**src/rtl/hif_pkg.sv**
```systemverilog
package hif_pkg;

  typedef struct packed {
    logic rdActive;
    logic wrStatus;
    logic wrMask;
    logic wrInCtrl;
    logic wrInCnt;
    logic wrOutCtrl;
    logic wrOutCnt;
    logic pushIn;
    logic popOut;
    logic inMove;
    logic outMove;
  } hifStrobe_t;

  typedef struct packed {
    logic inCntNz;
    logic outCntNz;
    logic inEmpty;
    logic inFull;
    logic outEmpty;
    logic outFull;
  } hifState_t;

  localparam logic [3:0] REG_STATUS   = 4'd0;
  localparam logic [3:0] REG_MASK     = 4'd1;
  localparam logic [3:0] REG_IN_CTRL  = 4'd2;
  localparam logic [3:0] REG_IN_CNT   = 4'd3;
  localparam logic [3:0] REG_OUT_CTRL = 4'd4;
  localparam logic [3:0] REG_OUT_CNT  = 4'd5;
  localparam logic [3:0] REG_IN_DATA  = 4'd6;
  localparam logic [3:0] REG_OUT_DATA = 4'd7;

endpackage

```
**src/rtl/hif_fifo.sv**
```systemverilog
module hif_fifo #(
  parameter int WIDTH = 32,
  parameter int DEPTH = 16,
  localparam int PTR_W = $clog2(DEPTH),
  localparam int OCC_W = $clog2(DEPTH + 1)
) (
  input  logic             clk,
  input  logic             rstN,
  input  logic             push,
  input  logic             pop,
  input  logic [WIDTH-1:0] wrData,
  output logic [WIDTH-1:0] headData,
  output logic [OCC_W-1:0] occ,
  output logic             full,
  output logic             empty
);

  logic [WIDTH-1:0] mem [DEPTH];
  logic [PTR_W-1:0] wrPtr;
  logic [PTR_W-1:0] rdPtr;
  logic [OCC_W-1:0] occQ;

  function automatic logic [PTR_W-1:0] nextPtr(input logic [PTR_W-1:0] p);
    return (p == PTR_W'(DEPTH - 1)) ? '0 : p + 1'b1;
  endfunction

  always_ff @(posedge clk) begin
    if (push) mem[wrPtr] <= wrData;
  end

  always_ff @(posedge clk) begin
    if (!rstN) begin
      wrPtr <= '0;
      rdPtr <= '0;
      occQ  <= '0;
    end else begin
      if (push) wrPtr <= nextPtr(wrPtr);
      if (pop)  rdPtr <= nextPtr(rdPtr);
      case ({push, pop})
        2'b10:   occQ <= occQ + 1'b1;
        2'b01:   occQ <= occQ - 1'b1;
        default: occQ <= occQ;
      endcase
    end
  end

  assign occ      = occQ;
  assign empty    = (occQ == '0);
  assign full     = (occQ == OCC_W'(DEPTH));
  assign headData = empty ? '0 : mem[rdPtr];

endmodule

```
**src/rtl/hif_ctrl.sv**
```systemverilog
module hif_ctrl
  import hif_pkg::*;
(
  input  logic       busSel,
  input  logic       busWr,
  input  logic [3:0] busAddr,
  input  logic       unitInReady,
  input  hifState_t  state,
  output hifStrobe_t strobe
);

  logic wrEn;
  logic rdEn;

  assign wrEn = busSel & busWr;
  assign rdEn = busSel & ~busWr;

  always_comb begin
    strobe           = '0;
    strobe.rdActive  = rdEn;
    strobe.wrStatus  = wrEn && (busAddr == REG_STATUS);
    strobe.wrMask    = wrEn && (busAddr == REG_MASK);
    strobe.wrInCtrl  = wrEn && (busAddr == REG_IN_CTRL);
    strobe.wrInCnt   = wrEn && (busAddr == REG_IN_CNT);
    strobe.wrOutCtrl = wrEn && (busAddr == REG_OUT_CTRL);
    strobe.wrOutCnt  = wrEn && (busAddr == REG_OUT_CNT);
    // full queue: the host word is dropped
    strobe.pushIn    = wrEn && (busAddr == REG_IN_DATA) && !state.inFull;
    strobe.popOut    = rdEn && (busAddr == REG_OUT_DATA) && !state.outEmpty;
    // a count reload in the same cycle takes precedence over a transfer
    strobe.inMove    = state.inCntNz && !state.inEmpty && unitInReady && !strobe.wrInCnt;
    strobe.outMove   = state.outCntNz && !state.outFull && !strobe.wrOutCnt;
  end

endmodule

```
**src/rtl/hif_datapath.sv**
```systemverilog
module hif_datapath
  import hif_pkg::*;
#(
  parameter int NUM_UNITS = 5,
  parameter int DATA_W    = 32,
  parameter int DEPTH     = 16,
  parameter int THRESH    = 8,
  parameter int OFF_W     = 8,
  parameter int SEL_W     = 3,
  parameter int SEL_LSB   = 16,
  localparam int OCC_W    = $clog2(DEPTH + 1),
  localparam int UADDR_W  = SEL_W + OFF_W
) (
  input  logic                 clk,
  input  logic                 rstN,
  input  hifStrobe_t           strobe,
  input  logic [3:0]           busAddr,
  input  logic [DATA_W-1:0]    busWdata,
  input  logic [NUM_UNITS-1:0] unitIrq,
  input  logic [DATA_W-1:0]    unitRdData,
  output logic [DATA_W-1:0]    busRdata,
  output logic                 hostIrq,
  output logic                 inDreq,
  output logic                 outDreq,
  output logic [UADDR_W-1:0]   unitWrAddr,
  output logic [DATA_W-1:0]    unitWrData,
  output logic [UADDR_W-1:0]   unitRdAddr,
  output hifState_t            state,
  output logic [NUM_UNITS-1:0] statusVal,
  output logic [NUM_UNITS-1:0] maskVal,
  output logic [DATA_W-1:0]    inCnt,
  output logic [DATA_W-1:0]    outCnt,
  output logic [OCC_W-1:0]     inOcc,
  output logic [OCC_W-1:0]     outOcc
);

  logic [NUM_UNITS-1:0] statusQ;
  logic [NUM_UNITS-1:0] maskQ;
  logic                 hostIrqQ;
  logic [SEL_W-1:0]     inSel, outSel;
  logic [OFF_W-1:0]     inOff, outOff;
  logic [OFF_W-1:0]     inIdx, outIdx;
  logic [DATA_W-1:0]    inCntQ, outCntQ;
  logic [DATA_W-1:0]    outHead;
  logic                 inFull, inEmpty, outFull, outEmpty;

  // per-unit sticky status bit, write-one-to-clear, a new raise wins
  for (genvar u = 0; u < NUM_UNITS; u++) begin : g_status
    always_ff @(posedge clk) begin
      if (!rstN) begin
        statusQ[u] <= 1'b0;
      end else if (unitIrq[u]) begin
        statusQ[u] <= 1'b1;
      end else if (strobe.wrStatus && busWdata[u]) begin
        statusQ[u] <= 1'b0;
      end
    end
  end

  always_ff @(posedge clk) begin
    if (!rstN) begin
      maskQ    <= '1;
      hostIrqQ <= 1'b0;
    end else begin
      if (strobe.wrMask) maskQ <= busWdata[NUM_UNITS-1:0];
      hostIrqQ <= |(statusQ & ~maskQ);
    end
  end

  // input channel sequencing
  always_ff @(posedge clk) begin
    if (!rstN) begin
      inSel  <= '0;
      inOff  <= '0;
      inIdx  <= '0;
      inCntQ <= '0;
    end else begin
      if (strobe.wrInCtrl) begin
        inSel <= busWdata[SEL_LSB +: SEL_W];
        inOff <= busWdata[OFF_W-1:0];
      end
      if (strobe.wrInCnt) begin
        inCntQ <= busWdata;
        inIdx  <= '0;
      end else if (strobe.inMove) begin
        inCntQ <= inCntQ - 1'b1;
        inIdx  <= inIdx + 1'b1;
      end
    end
  end

  // output channel sequencing
  always_ff @(posedge clk) begin
    if (!rstN) begin
      outSel  <= '0;
      outOff  <= '0;
      outIdx  <= '0;
      outCntQ <= '0;
    end else begin
      if (strobe.wrOutCtrl) begin
        outSel <= busWdata[SEL_LSB +: SEL_W];
        outOff <= busWdata[OFF_W-1:0];
      end
      if (strobe.wrOutCnt) begin
        outCntQ <= busWdata;
        outIdx  <= '0;
      end else if (strobe.outMove) begin
        outCntQ <= outCntQ - 1'b1;
        outIdx  <= outIdx + 1'b1;
      end
    end
  end

  hif_fifo #(.WIDTH(DATA_W), .DEPTH(DEPTH)) u_inFifo (
    .clk      (clk),
    .rstN     (rstN),
    .push     (strobe.pushIn),
    .pop      (strobe.inMove),
    .wrData   (busWdata),
    .headData (unitWrData),
    .occ      (inOcc),
    .full     (inFull),
    .empty    (inEmpty)
  );

  hif_fifo #(.WIDTH(DATA_W), .DEPTH(DEPTH)) u_outFifo (
    .clk      (clk),
    .rstN     (rstN),
    .push     (strobe.outMove),
    .pop      (strobe.popOut),
    .wrData   (unitRdData),
    .headData (outHead),
    .occ      (outOcc),
    .full     (outFull),
    .empty    (outEmpty)
  );

  assign unitWrAddr = {inSel, inOff + inIdx};
  assign unitRdAddr = {outSel, outOff + outIdx};

  assign inDreq  = (inCntQ != '0) && ((OCC_W'(DEPTH) - inOcc) >= OCC_W'(THRESH));
  assign outDreq = (outOcc >= OCC_W'(THRESH));

  function automatic logic [DATA_W-1:0] ctrlWord(input logic [SEL_W-1:0] sel,
                                                 input logic [OFF_W-1:0] off);
    logic [DATA_W-1:0] w;
    w = '0;
    w[SEL_LSB +: SEL_W] = sel;
    w[OFF_W-1:0] = off;
    return w;
  endfunction

  always_comb begin
    busRdata = '0;
    if (strobe.rdActive) begin
      case (busAddr)
        REG_STATUS:   busRdata[NUM_UNITS-1:0] = statusQ;
        REG_MASK:     busRdata[NUM_UNITS-1:0] = maskQ;
        REG_IN_CTRL:  busRdata = ctrlWord(inSel, inOff);
        REG_IN_CNT:   busRdata = inCntQ;
        REG_OUT_CTRL: busRdata = ctrlWord(outSel, outOff);
        REG_OUT_CNT:  busRdata = outCntQ;
        REG_OUT_DATA: busRdata = outHead;
        default:      busRdata = '0;
      endcase
    end
  end

  assign state.inCntNz  = (inCntQ != '0);
  assign state.outCntNz = (outCntQ != '0);
  assign state.inEmpty  = inEmpty;
  assign state.inFull   = inFull;
  assign state.outEmpty = outEmpty;
  assign state.outFull  = outFull;

  assign hostIrq   = hostIrqQ;
  assign statusVal = statusQ;
  assign maskVal   = maskQ;
  assign inCnt     = inCntQ;
  assign outCnt    = outCntQ;

endmodule

```
**src/rtl/hif_irq_dma_ctrl.sv**
```systemverilog
module hif_irq_dma_ctrl
  import hif_pkg::*;
#(
  parameter int NUM_UNITS = 5,
  parameter int DATA_W    = 32,
  parameter int DEPTH     = 16,
  parameter int THRESH    = 8,
  parameter int OFF_W     = 8,
  parameter int SEL_W     = 3,
  parameter int SEL_LSB   = 16,
  localparam int OCC_W    = $clog2(DEPTH + 1),
  localparam int UADDR_W  = SEL_W + OFF_W
) (
  input  logic                 clk,
  input  logic                 rstN,
  input  logic                 busSel,
  input  logic                 busWr,
  input  logic [3:0]           busAddr,
  input  logic [DATA_W-1:0]    busWdata,
  output logic [DATA_W-1:0]    busRdata,
  input  logic [NUM_UNITS-1:0] unitIrq,
  output logic                 hostIrq,
  output logic                 inDreq,
  output logic                 outDreq,
  input  logic                 unitInReady,
  output logic                 unitWrEn,
  output logic [UADDR_W-1:0]   unitWrAddr,
  output logic [DATA_W-1:0]    unitWrData,
  output logic                 unitRdEn,
  output logic [UADDR_W-1:0]   unitRdAddr,
  input  logic [DATA_W-1:0]    unitRdData
);

  hifStrobe_t           strobe;
  hifState_t            state;
  logic [NUM_UNITS-1:0] statusVal;
  logic [NUM_UNITS-1:0] maskVal;
  logic [DATA_W-1:0]    inCnt;
  logic [DATA_W-1:0]    outCnt;
  logic [OCC_W-1:0]     inOcc;
  logic [OCC_W-1:0]     outOcc;

  hif_ctrl u_ctrl (
    .busSel      (busSel),
    .busWr       (busWr),
    .busAddr     (busAddr),
    .unitInReady (unitInReady),
    .state       (state),
    .strobe      (strobe)
  );

  hif_datapath #(
    .NUM_UNITS (NUM_UNITS),
    .DATA_W    (DATA_W),
    .DEPTH     (DEPTH),
    .THRESH    (THRESH),
    .OFF_W     (OFF_W),
    .SEL_W     (SEL_W),
    .SEL_LSB   (SEL_LSB)
  ) u_dp (
    .clk        (clk),
    .rstN       (rstN),
    .strobe     (strobe),
    .busAddr    (busAddr),
    .busWdata   (busWdata),
    .unitIrq    (unitIrq),
    .unitRdData (unitRdData),
    .busRdata   (busRdata),
    .hostIrq    (hostIrq),
    .inDreq     (inDreq),
    .outDreq    (outDreq),
    .unitWrAddr (unitWrAddr),
    .unitWrData (unitWrData),
    .unitRdAddr (unitRdAddr),
    .state      (state),
    .statusVal  (statusVal),
    .maskVal    (maskVal),
    .inCnt      (inCnt),
    .outCnt     (outCnt),
    .inOcc      (inOcc),
    .outOcc     (outOcc)
  );

  assign unitWrEn = strobe.inMove;
  assign unitRdEn = strobe.outMove;

endmodule

```
**config.mk**
```make
export PLATFORM = sky130hd
export DESIGN_NAME = hif_irq_dma_ctrl
export DESIGN_NICKNAME = d
export VERILOG_FILES = /design/src/rtl/hif_pkg.sv /design/src/rtl/hif_fifo.sv /design/src/rtl/hif_ctrl.sv /design/src/rtl/hif_datapath.sv /design/src/rtl/hif_irq_dma_ctrl.sv
export SDC_FILE = /design/constraint.sdc
export NUM_CORES = 1
export LEC_CHECK = 0
export BUFFER_PORTS_ARGS = -buffer_cell sky130_fd_sc_hd__clkbuf_2
export CAP_MARGIN = 10
export CORE_MARGIN = 8
export CORE_UTILIZATION = 62
export CTS_CLUSTER_SIZE = 30
export DETAILED_ROUTE_END_ITERATION = 8
export GPL_ROUTABILITY_DRIVEN = 1
export PLACE_DENSITY = 0.85
export SLEW_MARGIN = 20
export SYNTH_ARGS = -nofsm -noshare
export SYNTH_HDL_FRONTEND = slang
export SYNTH_SLANG_ARGS = --single-unit
```
**constraint.sdc**
```tcl
create_clock -name clk -period 5 [get_ports clk]
set_input_delay 0.5 -clock clk [delete_from_list [all_inputs] [get_ports clk]]
set_output_delay 0.5 -clock clk [all_outputs]
set_load 0.03 [all_outputs]
```
## Word level (Yosys, flattened, before mapping)

Memory sizes are Yosys's and may differ from the RTL's. A register that Yosys moved wholly into a read port is not among the register bits.
Cells that the tools add are included.
W data, S select, Z words.

- Register bits after elaboration: 139
- Memory bits (writable): 1024
- Input port bits: 78
- Output and inout bits: 91
- Logic and storage cells: 140
- Memories kept: 2

Memories:

| name | depth | width | read ports | clocked after Yosys merged registers in | wr ports | RTL line | RTL |
|---|---|---|---|---|---|---|---|
| u_dp.u_inFifo.mem | 16 | 32 | 1 | 1 | 1 | hif_fifo.sv:18 | `logic [WIDTH-1:0] mem [DEPTH];` |
| u_dp.u_outFifo.mem | 16 | 32 | 1 | 1 | 1 | hif_fifo.sv:18 |  |

- Add/sub/neg operators: 15
- Order comparisons: 2
- Equal/unequal tests: 17
- Mux-type cells: 33
- Bitwise gates (word level): 6
- Reductions and logical operators: 44

Operators by type and width:

| kind | count |
|---|---|
| $mux W32 | 7 |
| $pmux W27 S5 | 1 |
| $reduce_bool A32 Y1 | 2 |
| $sub A32 B1 Y32 const B | 2 |
| $pmux W5 S7 | 1 |
| $mux W4 | 8 |
| $logic_and A1 B1 Y1 | 21 |
| $pmux W5 S2 | 2 |
| $reduce_bool A2 Y1 | 9 |
| $add A4 B1 Y4 const B | 4 |
| $add A8 B1 Y8 const B | 2 |
| $add A8 B8 Y8 | 2 |
| $eq A4 B3 Y1 const B | 4 |
| $eq A4 B4 Y1 const B | 4 |
| $mux W1 | 14 |
| $add A5 B1 Y5 const B | 2 |
| $eq A5 B5 Y1 const B | 2 |
| $ge A5 B4 Y1 const B | 2 |
| $logic_not A5 Y1 | 2 |
| $sub A5 B1 Y5 const B | 2 |
| $eq A4 B2 Y1 const B | 2 |
| $logic_not A1 Y1 | 6 |
| $and A5 B5 Y5 | 1 |
| $not A5 Y5 | 1 |
| 9 further kinds | 14 |

## Longest topological paths before layout

- Depth after elaboration: 7
- Gate-level depth with buffers: 18
- Depth with buffers taken out: 15

## Modules after synthesis

From an unflattened synthesis, not the netlist that was laid out.

- Cells, all modules: 2721
- Area, all modules: 48265.0 µm²

By module, submodules not included:

| module | instances | cells an instance | area an instance (µm²) | sequential area each (µm²) |
|---|---|---|---|---|
| hif_fifo | 2 | 901 | 20488.4 | 15715.1 |
| hif_datapath | 1 | 899 | 7124.3 | 2262.2 |
| hif_ctrl | 1 | 20 | 163.9 | 0.0 |

## Least setup slack after synthesis

OpenSTA, ideal clock, no wires.

- Path type: input -> register
- From: input port busAddr[2]
- To: memory u_dp.u_inFifo.mem[3][0], enable pin
- Setup time: 0.461 ns
- Arrival time: 4.240 ns
- Data required time: 4.539 ns
- Path slack: 0.299 ns
- Cell stages on the path: 5
- Path buffers: 1
- Path through: buf_1 -> nand2b_1 -> nor4b_1 -> nand2_1 -> nor3_1

- Word-level cells in the longest chain between the ends: 5

Ends and longest elaborated chain:

| what | RTL line | RTL |
|---|---|---|
| start, declared | hif_irq_dma_ctrl.sv:18 | `input logic [3:0] busAddr,` |
| $eq A4 B3 Y1 | hif_ctrl.sv:28 | `strobe.pushIn = wrEn && (busAddr == REG_IN_DATA) && !state.inFull;` |
| $logic_and A1 B1 Y1 (2 in series) | hif_ctrl.sv:28 |  |
| $mux W1 | hif_fifo.sv:28 | `if (push) mem[wrPtr] <= wrData;` |
| $mux W1 (implied by the code) | hif_fifo.sv:28 |  |
| end, declared | hif_fifo.sv:18 |  |

No other way between the ends.

## Final worst setup path

- From: register u_dp.inCntQ[7] (netlist: u_dp.inCnt[7])
- To: register u_dp.u_inFifo.occQ[4] (netlist: u_dp.u_inFifo.occ[4])

- Word-level cells in the longest chain between the ends: 6
- Elaborated cells between the ends (all ways): 8
- Classes of those cells: 2 x eq/ne; 1 x mux; 5 x reduce/logical

Ends and longest elaborated chain:

| what | RTL line | RTL |
|---|---|---|
| start, declared | hif_datapath.sv:43 | `logic [DATA_W-1:0] inCntQ, outCntQ;` |
| start signal, assigned | hif_datapath.sv:83 | `inCntQ <= busWdata;` |
| start signal, assigned | hif_datapath.sv:86 | `inCntQ <= inCntQ - 1'b1;` |
| $reduce_bool A32 Y1 (*) | hif_datapath.sv:169 | `assign state.inCntNz = (inCntQ != '0);` |
| $logic_and A1 B1 Y1 (*) (3 in series) | hif_ctrl.sv:31 | `strobe.inMove = state.inCntNz && !state.inEmpty && unitInReady && !strobe.wrInCnt;` |
| $eq A2 B1 Y1 or $eq A2 B2 Y1 (tied branches) | hif_fifo.sv:39 | `case ({push, pop})` |
| $pmux W5 S2 or $reduce_bool A2 Y1 (tied branches) | n/a |  |
| end signal, assigned | hif_fifo.sv:40 | `2'b10: occQ <= occQ + 1'b1;` |
| end signal, assigned | hif_fifo.sv:41 | `2'b01: occQ <= occQ - 1'b1;` |
| end signal, assigned | hif_fifo.sv:42 | `default: occQ <= occQ;` |
| end, declared | hif_fifo.sv:21 | `logic [OCC_W-1:0] occQ;` |

Mark *: on every way between the ends. The rest lies on a longest branch, timed or not.
A chain may end at the register's enable or synchronous reset.

==> flow_summary_export.csv <==
group,metric,value,unit
power_and_ir_drop,netSwitchingPower,5600,uW
sta,worst_slew_pin_slew,1090,ps
clocking,post_cts_buffers,0,
critical_path,worst_path_max_delay_cell,"or4_1",
sta,rsz0062_at_grt,"false",
critical_path,worstPathArrival,4690,ps
clocking,clk_path_buf_depth,3,
clocking,cts_root_buffer,"clkbuf_16",
yosys,synth_nets,2745,
clocking,cts_tree,"yes",
power_and_ir_drop,p_leak,0.0171,uW
critical_path,max_stage_delay,650,ps
cells_and_area,final_util,0.704,
sta,slew_headroom,0.269,
placed_design,placedInstanceArea,49700,um2
hold_path,holdPathStages,3,
sta,fmax,242,MHz
critical_path,rr_worst_depth,13,
clocking,hold_buffers,0,
critical_path,path_max_fanout,9,
yosys,yosys.area.top_type_share,0.649,
sta,finalSetupViolations,0,
clocking,clock-sinks,1171,
yosys,ys.flop_type,"edfxtp_1",
placed_design,post-dp-hpwl,72.9,mm
power_and_ir_drop,sequentialPowerShare,0.515,
clocking,insertion_delay,700,ps
yosys,avgSynthCellArea,18.0,um2
yosys,yosysUniqueCellTypes,62,
power_and_ir_drop,vdd_drop_max,0.354,mV
sta,period_minus_slack,4130,ps
critical_path,cp-end-kind,"register",
yosys,synth-seq-area-share,0.712,
yosys,yosys_warnings,0,
drt,antenna_left,0,
critical_path,start_kind,"register",
clocking,clk_pin_slew,70,ps
yosys,synth_edf_count,1024,
critical_path,critPathLaunch,"u_dp.inCnt[7]",
clocking,post_cts_resized,0,
sta,period_share,0.826,
outcome,outcome,"finished clean",
placed_design,io_buffers,168,
power_and_ir_drop,pwr_density_cell,422,nW/um2
clocking,cts_made_buffers,110,
hold_path,min_from,"unitIrq[2]",
power_and_ir_drop,power_frac_clock,0.376,
drt,drtPass1Iterations,6,
grt,grt_overflow,0,
floorplan,io_pins,169,
yosys,synth_common_cells,"edfxtp_1 (1024), mux4_2 (299), dfxtp_1 (147)",
yosys,synth_area,47300,um2
run,maxCapViolations,0,
yosys,synth.area.top_cells,"edfxtp_1 (65%), mux4_2 (14%), dfxtp_1 (6.2%), a21oi_1 (1.2%), nor2_1 (1.1%)",
grt,grt_first_pass_wirelength,181,mm
sta,hold_viol_final,0,
critical_path,path_buf_inv,1,
power_and_ir_drop,total_power,22500,uW
cells_and_area,design_area,53400,um2
placed_design,routabilityCongestion,0.907,
cells_and_area,layout.nets,2944,
cells_and_area,synthToLayoutAreaGrowth,12.8,%
power_and_ir_drop,comb_power_share,0.109,
critical_path,cpLargestDelayFamily,"simple AND/OR/NAND/NOR gates",
sta,setup_slack,871,ps
critical_path,required,5560,ps
sta,finClkSkew,38.1,ps
power_and_ir_drop,swShare,0.248,
grt,grt_pass1_vias,27500,
floorplan,start_util,0.624,
hold_path,hp-class,"primary input to register",
yosys,yosysMostFrequentCell,"edfxtp_1",
drt,wl_per_cell,31.8,um
critical_path,rr_startpoint,"u_dp.inCnt[7]",
drt,routed_via_density,6.91,
placed_design,pre_cts_ws,1040,ps
sta,setup_tns,0,ps
floorplan,core,75800,um2
cells_and_area,drive_gt1_frac,0.263,
floorplan,die_y,292,um
drt,routed-via-count,26900,
power_and_ir_drop,p_int,16900,uW
floorplan,die_width,292,um
drt,drt-total-wl,124,mm
sta,drv_slew,0,
clocking,cts_max_level,3,
drt,drc_errors,0,
critical_path,crit_chain,"or4_1 -> or4_1 -> o31ai_2 -> nor2_1 -> ha_1 -> xor2_1 -> ha_1 -> inv_1 -> o21ai_0 -> a21o_1 -> a221oi_1 -> xnor2_1 -> nor2_1",
yosys,ys_ff_latch,1171,
drt,drt-initial-drc-count,3251,
yosys,yosysTopAreaCell,"edfxtp_1",
grt,antenna_found_initial,3,
floorplan,die-area,85500,um2
critical_path,crit_type,"register to register",
yosys,async_reset_ff_frac,0,
floorplan,core.rowCount,101,
critical_path,cp_num_cells,13,
grt,track_usage,0.286,
grt,grt_max_degree,63,
yosys,synthCells,2625,
per-layer routing:
metal / wire length, um / GRT usage
met4: 5540 / 0.115
met5: 13 / 0
met1: 43200 / 0.354
met2: 64600 / 0.506
met3: 10400 / 0.0450
logic make-up after synthesis:
group	after synthesis	synth area share
compound gates	319	0.0416
xor+xnor	89	0.0165
fa+ha+maj	42	0.0116
buf+inv	181	0.0144
flops	1171	0.712
mux	360	0.156
simple gates	463	0.0486
sequential cells by signal, summed over array words and instances, names as in the netlist, 5 cells and up, named ones only:
register	cells
u_dp.u_inFifo.mem	512
u_dp.inIdx	8
u_dp.outOff	8
u_dp.u_outFifo.occ	5
u_dp.u_inFifo.occ	5
u_dp.outCnt	32
u_dp.u_outFifo.mem	512
u_dp.statusVal	5
u_dp.inCnt	32
u_dp.outIdx	8
u_dp.maskVal	5
u_dp.inOff	8
layout by cell type, fill, tap and decap left out, types with 38 or more instances in the layout:
master / count
ha_1: 38
mux4_2: 299
edfxtp_1: 1024
buf_4: 58
o21ai_0: 71
clkbuf_2: 168
nand3_1: 55
nor2_1: 118
mux2i_1: 40
dfxtp_1: 139
xnor2_1: 59
clkbuf_16: 110
nand2_1: 82
a21oi_1: 116
nor2b_1: 42
path summary, 6_finish.rpt:
| path | to | slack [ps] |
|---|---|---|
| worst max-delay path | u_dp.u_inFifo.occ[4] | 870 |
| worst min-delay path | u_dp.statusVal[2] | 50 |
| worst max register to register | u_dp.u_inFifo.occ[4] | 870 |
| worst min register to register | u_dp.inSel[1] | 500 |
power groups by stage:
stage | logic, uW | registers [uW] | clock network (uW)
2_1_floorplan | 1530 | 11700 | 0
3_3_place_gp | 2320 | 11700 | 0
3_5_place_dp | 2410 | 11800 | 0
4_1_cts | 2440 | 11600 | 8520
5_1_grt | 2600 | 11600 | 8860
6_report | 2460 | 11600 | 8460
stage by stage:
stage | hold WS (ps) | instances
final | 45.4 | 3894
after global routing | 55.5 | 3894
after CTS | 23.5 | 3893
after detailed placement | 475 | 3690
after global placement | 469 | 3689
after floorplan | 453 | 2625
area by class of cell:
type	count	area, um2
Antenna cell	1	2.50
Clock buffer	141	2940
Clock inverter	62	707
Fill cell	4398	22400
Inverter	34	128
Multi-Input combinational cell	1273	13200
Sequential cell	1171	33700
Tap cell	978	1220
Timing Repair Buffer	234	1440
worst reg2reg max path, delay by kind of cell (launching register included):
kind / cells / cell delay (ps)
compound gates: 4 / 980
xor+xnor: 2 / 390
fa+ha+maj: 2 / 610
buf+inv: 1 / 70
flops: 1 / 370
simple gates: 4 / 1590
(Power assumes the default switching activity.)
